**config.mk**
```make
export PLATFORM = sky130hd
export DESIGN_NAME = pipe_stage_seq
export DESIGN_NICKNAME = d
export VERILOG_FILES = /design/src/rtl/pss_pkg.sv /design/src/rtl/pss_stage_chain.sv /design/src/rtl/pss_unit_decode.sv /design/src/rtl/pss_occ_status.sv /design/src/rtl/pipe_stage_seq.sv
export SDC_FILE = /design/constraint.sdc
export NUM_CORES = 1
export LEC_CHECK = 0
export BUFFER_PORTS_ARGS = -buffer_cell sky130_fd_sc_hd__buf_2
export CAP_MARGIN = 25
export CORE_UTILIZATION = 50
export DETAILED_ROUTE_END_ITERATION = 8
export HOLD_SLACK_MARGIN = 0.1
export PLACE_DENSITY_LB_ADDON = 0.1
export SETUP_SLACK_MARGIN = 0.4
export SLEW_MARGIN = 20
export SYNTH_ARGS = -nofsm -noshare
export SYNTH_HDL_FRONTEND = slang
export SYNTH_SLANG_ARGS = --single-unit
```
**constraint.sdc**
```tcl
create_clock -name clk -period 2.2 [get_ports clk]
set_input_delay 0.33 -clock clk [delete_from_list [all_inputs] [get_ports clk]]
set_output_delay 0.33 -clock clk [all_outputs]
set_load 0.01 [all_outputs]
```
**src/rtl/pss_pkg.sv**
```systemverilog
package pss_pkg;

  localparam int NSTAGE = 5;
  localparam int CLS_W  = 3;

  localparam int ST_FE = 0;
  localparam int ST_DE = 1;
  localparam int ST_EX = 2;
  localparam int ST_MA = 3;
  localparam int ST_WR = 4;

  typedef enum logic [CLS_W-1:0] {
    CLS_NONE   = 3'b000,
    CLS_LOAD   = 3'b001,
    CLS_STORE  = 3'b010,
    CLS_ALU    = 3'b011,
    CLS_BRANCH = 3'b100
  } cls_e;

  typedef struct packed {
    logic vld;
    cls_e cls;
  } slot_t;

  typedef struct packed {
    logic imem_rd;
    logic reg_rd;
    logic alu;
    logic br_eval;
    logic dmem_rd;
    logic dmem_wr;
    logic reg_wr;
  } unit_en_t;

  // Turn a raw token into a pipeline slot; unknown codes become bubbles.
  function automatic slot_t classify(input logic v, input logic [CLS_W-1:0] c);
    slot_t s;
    s.vld = 1'b0;
    s.cls = CLS_NONE;
    if (v) begin
      case (c)
        3'b001, 3'b010, 3'b011, 3'b100: begin
          s.vld = 1'b1;
          s.cls = cls_e'(c);
        end
        default: ;
      endcase
    end
    return s;
  endfunction

endpackage

```
**src/rtl/pss_stage_chain.sv**
```systemverilog
module pss_stage_chain
  import pss_pkg::*;
#(
  parameter int DEPTH = NSTAGE
) (
  input  logic                   clk,
  input  logic                   rst,
  input  slot_t                  in_slot,
  output slot_t [DEPTH-1:0]      stage_q
);

  for (genvar i = 0; i < DEPTH; i++) begin : g_stage
    slot_t nxt;
    if (i == 0) begin : g_head
      assign nxt = in_slot;
      AST_HEAD_LOAD: assert property (@(posedge clk) disable iff (rst)
        1'b1 |=> stage_q[0] == $past(in_slot));
    end else begin : g_body
      assign nxt = stage_q[i-1];
      AST_SHIFT_ONE: assert property (@(posedge clk) disable iff (rst)
        1'b1 |=> stage_q[i] == $past(stage_q[i-1]));
    end

    always_ff @(posedge clk) begin
      if (rst) begin
        stage_q[i].vld <= 1'b0;
        stage_q[i].cls <= CLS_NONE;
      end else begin
        stage_q[i] <= nxt;
      end
    end
  end

endmodule

```
**src/rtl/pss_unit_decode.sv**
```systemverilog
module pss_unit_decode
  import pss_pkg::*;
(
  input  logic                   clk,
  input  logic                   rst,
  input  slot_t [NSTAGE-1:0]     stage_q,
  output unit_en_t               en
);

  slot_t fe, de, ex, ma, wr;
  assign fe = stage_q[ST_FE];
  assign de = stage_q[ST_DE];
  assign ex = stage_q[ST_EX];
  assign ma = stage_q[ST_MA];
  assign wr = stage_q[ST_WR];

  always_comb begin
    en         = '0;
    en.imem_rd = fe.vld;
    en.reg_rd  = de.vld;
    en.alu     = ex.vld;
    en.br_eval = ex.vld && (ex.cls == CLS_BRANCH);
    en.dmem_rd = ma.vld && (ma.cls == CLS_LOAD);
    en.dmem_wr = ma.vld && (ma.cls == CLS_STORE);
    en.reg_wr  = wr.vld && ((wr.cls == CLS_LOAD) || (wr.cls == CLS_ALU));
  end

  AST_EMPTY_QUIET: assert property (@(posedge clk) disable iff (rst)
    (!fe.vld && !de.vld && !ex.vld && !ma.vld && !wr.vld) |-> (en == '0));
  AST_BRANCH_IN_EX: assert property (@(posedge clk) disable iff (rst)
    en.br_eval |-> en.alu);
  AST_MEM_ONE_OP: assert property (@(posedge clk) disable iff (rst)
    $onehot0({en.dmem_rd, en.dmem_wr}));

endmodule

```
**src/rtl/pss_occ_status.sv**
```systemverilog
module pss_occ_status
  import pss_pkg::*;
#(
  parameter int CNT_W = 16
) (
  input  logic                   clk,
  input  logic                   rst,
  input  slot_t                  in_slot,
  input  slot_t [NSTAGE-1:0]     stage_q,
  output logic [NSTAGE-1:0]      occ,
  output logic                   full,
  output logic                   filling,
  output logic                   draining,
  output logic                   retire,
  output logic [CNT_W-1:0]       retire_cnt
);

  localparam logic [CNT_W-1:0] CNT_ONE = CNT_W'(1);

  for (genvar i = 0; i < NSTAGE; i++) begin : g_occ
    assign occ[i] = stage_q[i].vld;
  end

  assign full     = &occ;
  assign filling  = in_slot.vld && !full;
  assign draining = !in_slot.vld && (|occ);
  assign retire   = occ[ST_WR];

  always_ff @(posedge clk) begin
    if (rst)         retire_cnt <= '0;
    else if (retire) retire_cnt <= retire_cnt + CNT_ONE;
  end

  AST_CNT_STEP: assert property (@(posedge clk) disable iff (rst)
    retire |=> retire_cnt == $past(retire_cnt) + CNT_ONE);
  AST_CNT_HOLD: assert property (@(posedge clk) disable iff (rst)
    !retire |=> $stable(retire_cnt));
  AST_FULL_NOT_FILLING: assert property (@(posedge clk) disable iff (rst)
    full |-> !filling);

endmodule

```
**src/rtl/pipe_stage_seq.sv**
```systemverilog
module pipe_stage_seq
  import pss_pkg::*;
#(
  parameter int CNT_W = 16
) (
  input  logic              clk,
  input  logic              rst,
  input  logic              in_valid,
  input  logic [2:0]        in_class,
  output logic              in_ready,
  output logic              imem_rd_en,
  output logic              reg_rd_en,
  output logic              alu_en,
  output logic              br_eval_en,
  output logic              dmem_rd_en,
  output logic              dmem_wr_en,
  output logic              reg_wr_en,
  output logic [4:0]        stage_occ,
  output logic              full,
  output logic              filling,
  output logic              draining,
  output logic              retire,
  output logic [CNT_W-1:0]  retire_cnt
);

  slot_t                 in_slot;
  slot_t [NSTAGE-1:0]    stage_q;
  unit_en_t              en;

  assign in_ready = !rst;
  assign in_slot  = classify(in_valid && in_ready, in_class);

  pss_stage_chain #(.DEPTH(NSTAGE)) u_chain (
    .clk     (clk),
    .rst     (rst),
    .in_slot (in_slot),
    .stage_q (stage_q)
  );

  pss_unit_decode u_dec (
    .clk     (clk),
    .rst     (rst),
    .stage_q (stage_q),
    .en      (en)
  );

  pss_occ_status #(.CNT_W(CNT_W)) u_stat (
    .clk        (clk),
    .rst        (rst),
    .in_slot    (in_slot),
    .stage_q    (stage_q),
    .occ        (stage_occ),
    .full       (full),
    .filling    (filling),
    .draining   (draining),
    .retire     (retire),
    .retire_cnt (retire_cnt)
  );

  assign imem_rd_en = en.imem_rd;
  assign reg_rd_en  = en.reg_rd;
  assign alu_en     = en.alu;
  assign br_eval_en = en.br_eval;
  assign dmem_rd_en = en.dmem_rd;
  assign dmem_wr_en = en.dmem_wr;
  assign reg_wr_en  = en.reg_wr;

  AST_REGWR_AFTER_MEM: assert property (@(posedge clk) disable iff (rst)
    reg_wr_en |-> $past(stage_occ[ST_MA]));
  AST_FETCH_FOLLOWS_TOKEN: assert property (@(posedge clk) disable iff (rst)
    (in_valid && in_class == 3'b011) |=> imem_rd_en);

endmodule

```
* Word-level counts from Yosys, hierarchy flattened
Cells that the tools add are included.
W data, S select, Z words.
** Storage, ports and cells
- Output and inout bits :: 33
- Bits in registers :: 36
** Cells by class
- Add/sub/neg operators :: 1
- Reduce and logical (&&, ||, !) cells :: 15
- Bitwise logic cells :: 2
- Equal/unequal tests :: 9
- Muxes and demuxes :: 2
** Operators with widths (count)
- $add A16 B1 Y16 const B :: 1
- $eq A3 B2 Y1 const B :: 4
- $eq A3 B1 Y1 const B :: 3
- $mux W4 :: 2
- $logic_and A1 B1 Y1 :: 7
- $eq A3 B3 Y1 const B :: 2
- $reduce_and A5 Y1 :: 1
- $reduce_or A5 Y1 :: 1
- $reduce_or A4 Y1 :: 1
- $logic_not A1 Y1 :: 3
- $reduce_or A3 Y1 :: 1
- $not A1 Y1 :: 2
- $logic_or A1 B1 Y1 :: 1

* Depth between registers and ports, before layout
- Depth in word-level cells :: 6
- Mapped depth :: 4
- Mapped depth without buffers :: 4

* Modules after synthesis
A second synthesis with hierarchy kept.
** Second synthesis, totals
- Cells, all modules :: 154
- Area total of the unflattened synthesis :: 1597.8 um2
** By module, submodules not included
- pss_occ_status :: seq. area each 320.3 um2, instances 1, area an instance 817.0 um2, cells an instance 97
- pss_stage_chain :: seq. area each 400.4 um2, instances 1, area an instance 618.1 um2, cells an instance 42
- pipe_stage_seq :: seq. area each 0.0 um2, instances 1, area an instance 93.8 um2, cells an instance 8
- pss_unit_decode :: seq. area each 0.0 um2, instances 1, area an instance 68.8 um2, cells an instance 7

* Worst setup path after synthesis
Ideal clock, no wire load.
- Path type :: reg2reg
- From :: register u_stat.retire_cnt[3]
- To :: register u_stat.retire_cnt[13]
- Clock period less this slack :: 1.513 ns
- Setup slack :: 0.687 ns
- Stages on the path, launching flop included :: 5
- Data required time :: 2.077 ns
- Buffers on the path :: 1
- Library setup time :: 0.123 ns
- Arrival time :: 1.390 ns
- Cell sequence :: dfxtp_1 nand4_2 buf_6 nor4_1 mux2_1
** Between the ends
- Longest elaborated chain between the ends :: 1
** Ends and longest elaborated chain
- start, declared :: line pss_occ_status.sv:15 : output logic [CNT_W-1:0] retire_cnt
- start signal, assigned :: line pss_occ_status.sv:31 : else if (retire) retire_cnt <= retire_cnt + CNT_ONE;
- $add A16 B1 Y16 :: line pss_occ_status.sv:31
Every way passes these cells.
A chain may end at the register's enable or synchronous reset.

* Final worst setup path
- From :: register u_stat.retire_cnt[0]
- To :: register u_stat.retire_cnt[8]
Same word-level chain as after synthesis.

==> run summary <==
The run finished with clean final reports. For the die area, the log shows 2990 um2. The maximum number of pins on one net before global-route repair is 36, and the HPWL reported at the end of detailed placement is 1750 um. The maximum level of the CTS H-tree came out at 2. Setup repair after global routing left no endpoint under its margin. The initial antenna violation count is 0. Counting the fill cells in the layout gives 216. The relative slew slack was 76.8%.

After detailed routing, the total wire length is 2500 um. For the number of unique standard cell types used by synthesis, the log shows 27. The share of the synthesized area in the top cell type works out to 50.5%.

Most used flip-flop cell after synthesis: sky130_fd_sc_hd__dfxtp_1. The post-detailed-route count of antenna-violating nets is 0. The logs give 0 for the number of warnings reported in the yosys synthesis log and 702 um2 for the combined flip-flop and latch cell area. The total overflow left after global routing is 0. After synthesis, the mean cell area works out to 9.56 um2.

Setup slack on the worst reg-to-reg path comes out at 0.60 ns. The worst hold path begins at in_class[1]. Met3 track utilization from global routing: 5.83%. Clock tree synthesis selected as its root buffer the cell sky130_fd_sc_hd__clkbuf_4. The tool flagged a number of max-cap violations equal to 0.

For the pin with the worst max-slew slack, the measured transition is 0.349 ns. Sorting the synthesized cells by area gives the leading types as sky130_fd_sc_hd__dfxtp_1 51%, sky130_fd_sc_hd__nor2b_1 8.6%, sky130_fd_sc_hd__a21oi_1 3.2%. Yosys mapped a number of flops with a built-in enable equal to 0. The mapped netlist covers 1390 um2. The min-delay analysis places its worst path in the category primary input to register. The post-route worst setup slack was 0.599 ns. After layout, the worst path uses 72.8% of the clock period. For met1 alone, demand over resource in global routing was 23.2%. The routing layer with the top usage in global route was met2. Counting every instance in the synthesized netlist gives 145. Routed via count divided by cell count: 5.37. The run gives 27.3% as the met2 usage in global routing. In this run the deepest clock path goes through 2 buffers. The tools report the final worst clock skew as 0.00268 ns. The most common cell in the synthesized netlist is sky130_fd_sc_hd__dfxtp_1. Summing all non-filler instances in the final layout gives an area of 1640 um2.

For the number of antenna cells inserted, the log shows 0. The power per cell area is 644 nW/um2. After clock tree synthesis, the clock-pin slew on the worst setup and hold paths is 0.11 ns. The worst-case IR drop observed on VDD is 454 uV. The clock net in this run drives a total of 35 sinks. The run gives 1560 um2 as the cell area reported after detailed placement.

In the final layout, the multi-input gates occupy 618 um2. The number of resized instances in the post-cts repair step came out at 0. The run gives 0.810 as the global placement routability congestion.

The run gives 152 as the number of nets produced by synthesis. Launching point of the worst reg2reg path: u_stat.retire_cnt[0]$_SDFFE_PP0P_. Summed over all cells, the static leakage comes to 0.715 nW. The final route contains 1139 vias. The beginning of the critical path is u_stat.retire_cnt[0]$_SDFFE_PP0P_. Required time of the worst setup path: 2.46 ns. Static timing analysis puts the maximum clock frequency at 0.625 GHz.

The tools report the total negative setup slack as 0 ns. The logs give 18 for the floorplan row count and 54.5% for the starting density of the core. The setup path with the least slack is of type register to register. Post-synthesis cell type with the largest combined area: sky130_fd_sc_hd__dfxtp_1. Counting the buffers created by CTS gives 5. The area growth from synthesis to layout is 18.1%. The run gives 50.5% as the sequential share of the synthesized area. The die is 54.7 um tall. Across every metal layer, demand over resource in global routing totals 17.9%. For the overall power of the completed layout, the log shows 1.05 mW.

The logs give 0 for the total setup buffers inserted after CTS and 0 for the post-cts hold buffer count. The via count of the first global-routing pass is 907, and the number of max-slew violations in the final report is 0. The first-pass GRT wire length is 3780 um. For this run, design rule violations remaining after detail routing come to 0.

The nature of the critical path endpoint is a register. Of all nets on the critical path, the largest fanout is 7. Of the cells placed in the final design, the portion with a size suffix greater than 1 is 28.0%.

Total I/O pin count: 39. Setup violations remaining at the end of the flow were counted as 0. The flip-flop and latch count after synthesis came out at 35. The count of buffers added on input and output ports is 38.

The net count of the finished layout is 188. After synthesis, the most frequently instantiated cells are 35 x sky130_fd_sc_hd__dfxtp_1, 19 x sky130_fd_sc_hd__nor2b_1, 11 x sky130_fd_sc_hd__nor2_1. The kind of start point of the critical path was a register. TritonCTS built the clock tree. Horizontal die dimension: 54.7 um. The routed wirelength normalized by instance count is 11.8 um, and the first-pass iteration count of the detailed router is 4. Clock latency on the worst-skew pair, taken at its later pin, is 0.32 ns. The hold violation total from the final report is 0, and the time the final worst path needs with I/O delays and setup is 1.60 ns. After synthesis, the share of flip-flops with an asynchronous set or reset is 0%.

For the pre-CTS setup slack, the log shows 0.542 ns. At the worst endpoint, the arrival time is 1.86 ns. In this run the standard cell core region covers 2540 um2. The run gives 19 as the initial DRC count.
logic make-up after synthesis:
kind of cell	after synthesis	synth area share [%]
buf+inv	13	5.51
mux	4	3.16
simple gates	70	30.0
flops	35	50.5
fa+ha+maj	1	0.902
compound gates	18	7.40
xor+xnor	4	2.53
state kept, by name, summed over array words and instances (netlist names):
signal	cells
u_chain.stage_q	19
u_stat.retire_cnt	16
stage by stage:
stage	hold slack [ns]	cells	utilization [%]
after global placement	0.421	204	61.3
final	0.228	212	64.4
after floorplan	0.414	145	-
after detailed placement	0.420	204	61.3
after CTS	0.214	212	64.0
after global routing	0.213	212	64.4
where the power goes:
group / switching, mW / leakage (nW) / total (mW) / internal (mW)
combinational: 0.0224 / 0.397 / 0.0389 / 0.0165
sequential: 0.00410 / 0.283 / 0.644 / 0.640
clock: 0.214 / 0.0345 / 0.371 / 0.157
total: 0.240 / 0.715 / 1.05 / 0.814
cell type report:
cell class              instances  share of cell area, %
clock buffers                   6                   3.13
clock inverters                 2                  0.993
inverters                       2                  0.458
multi-input cells              97                   37.7
flip-flops and latches         35                   42.9
well taps                      30                   2.29
repair buffers                 40                   12.5
per-layer routing:
| layer | vias to the layer above | wire length (um) |
|---|---|---|
| li1 | 580 | - |
| met1 | 526 | 1170 |
| met2 | 31 | 1200 |
| met3 | 2 | 105 |
| met4 | 0 | 19 |
| met5 | - | 0 |
worst paths after layout:
check,endpoint,depth (start not counted)
worst max-delay path,u_stat.retire_cnt[8]$_SDFFE_PP0P_,4
worst min-delay path,u_chain.stage_q[1]$_SDFF_PP0_,2
worst max register to register,u_stat.retire_cnt[8]$_SDFFE_PP0P_,4
worst min register to register,u_chain.stage_q[6]$_SDFF_PP0_,1
layout by cell type, fill, tap and decap left out:
cell type / count
sky130_fd_sc_hd__buf_2: 38
sky130_fd_sc_hd__dfxtp_1: 34
sky130_fd_sc_hd__nor2b_1: 19
sky130_fd_sc_hd__nor2_1: 11
sky130_fd_sc_hd__a21oi_1: 9
sky130_fd_sc_hd__nand2_1: 8
sky130_fd_sc_hd__nand4_1: 7
sky130_fd_sc_hd__o31ai_1: 5
sky130_fd_sc_hd__or4_1: 5
sky130_fd_sc_hd__clkbuf_4: 5
sky130_fd_sc_hd__o21ai_0: 4
sky130_fd_sc_hd__nor3_1: 3
sky130_fd_sc_hd__nand3_1: 3
sky130_fd_sc_hd__and2_1: 3
sky130_fd_sc_hd__nor4_1: 3
sky130_fd_sc_hd__mux2_1: 3
sky130_fd_sc_hd__or3_1: 3
sky130_fd_sc_hd__xor2_1: 3
sky130_fd_sc_hd__inv_1: 2
sky130_fd_sc_hd__nor4bb_1: 2
sky130_fd_sc_hd__buf_4: 2
sky130_fd_sc_hd__and4bb_1: 1
sky130_fd_sc_hd__nand4_4: 1
sky130_fd_sc_hd__nand4_2: 1
sky130_fd_sc_hd__mux2i_1: 1
sky130_fd_sc_hd__xnor2_1: 1
sky130_fd_sc_hd__ha_1: 1
sky130_fd_sc_hd__clkbuf_8: 1
sky130_fd_sc_hd__clkinv_4: 1
sky130_fd_sc_hd__clkinvlp_4: 1
sky130_fd_sc_hd__dfxtp_2: 1
worst max-delay path, cell delays in order (launching register included):
cell and delay, ns:
sky130_fd_sc_hd__dfxtp_1 0.48, sky130_fd_sc_hd__ha_1 0.34, sky130_fd_sc_hd__nand3_1 0.16, sky130_fd_sc_hd__or4_1 0.42, sky130_fd_sc_hd__a21oi_1 0.15
Note: power is estimated with default switching activity, not from simulation.
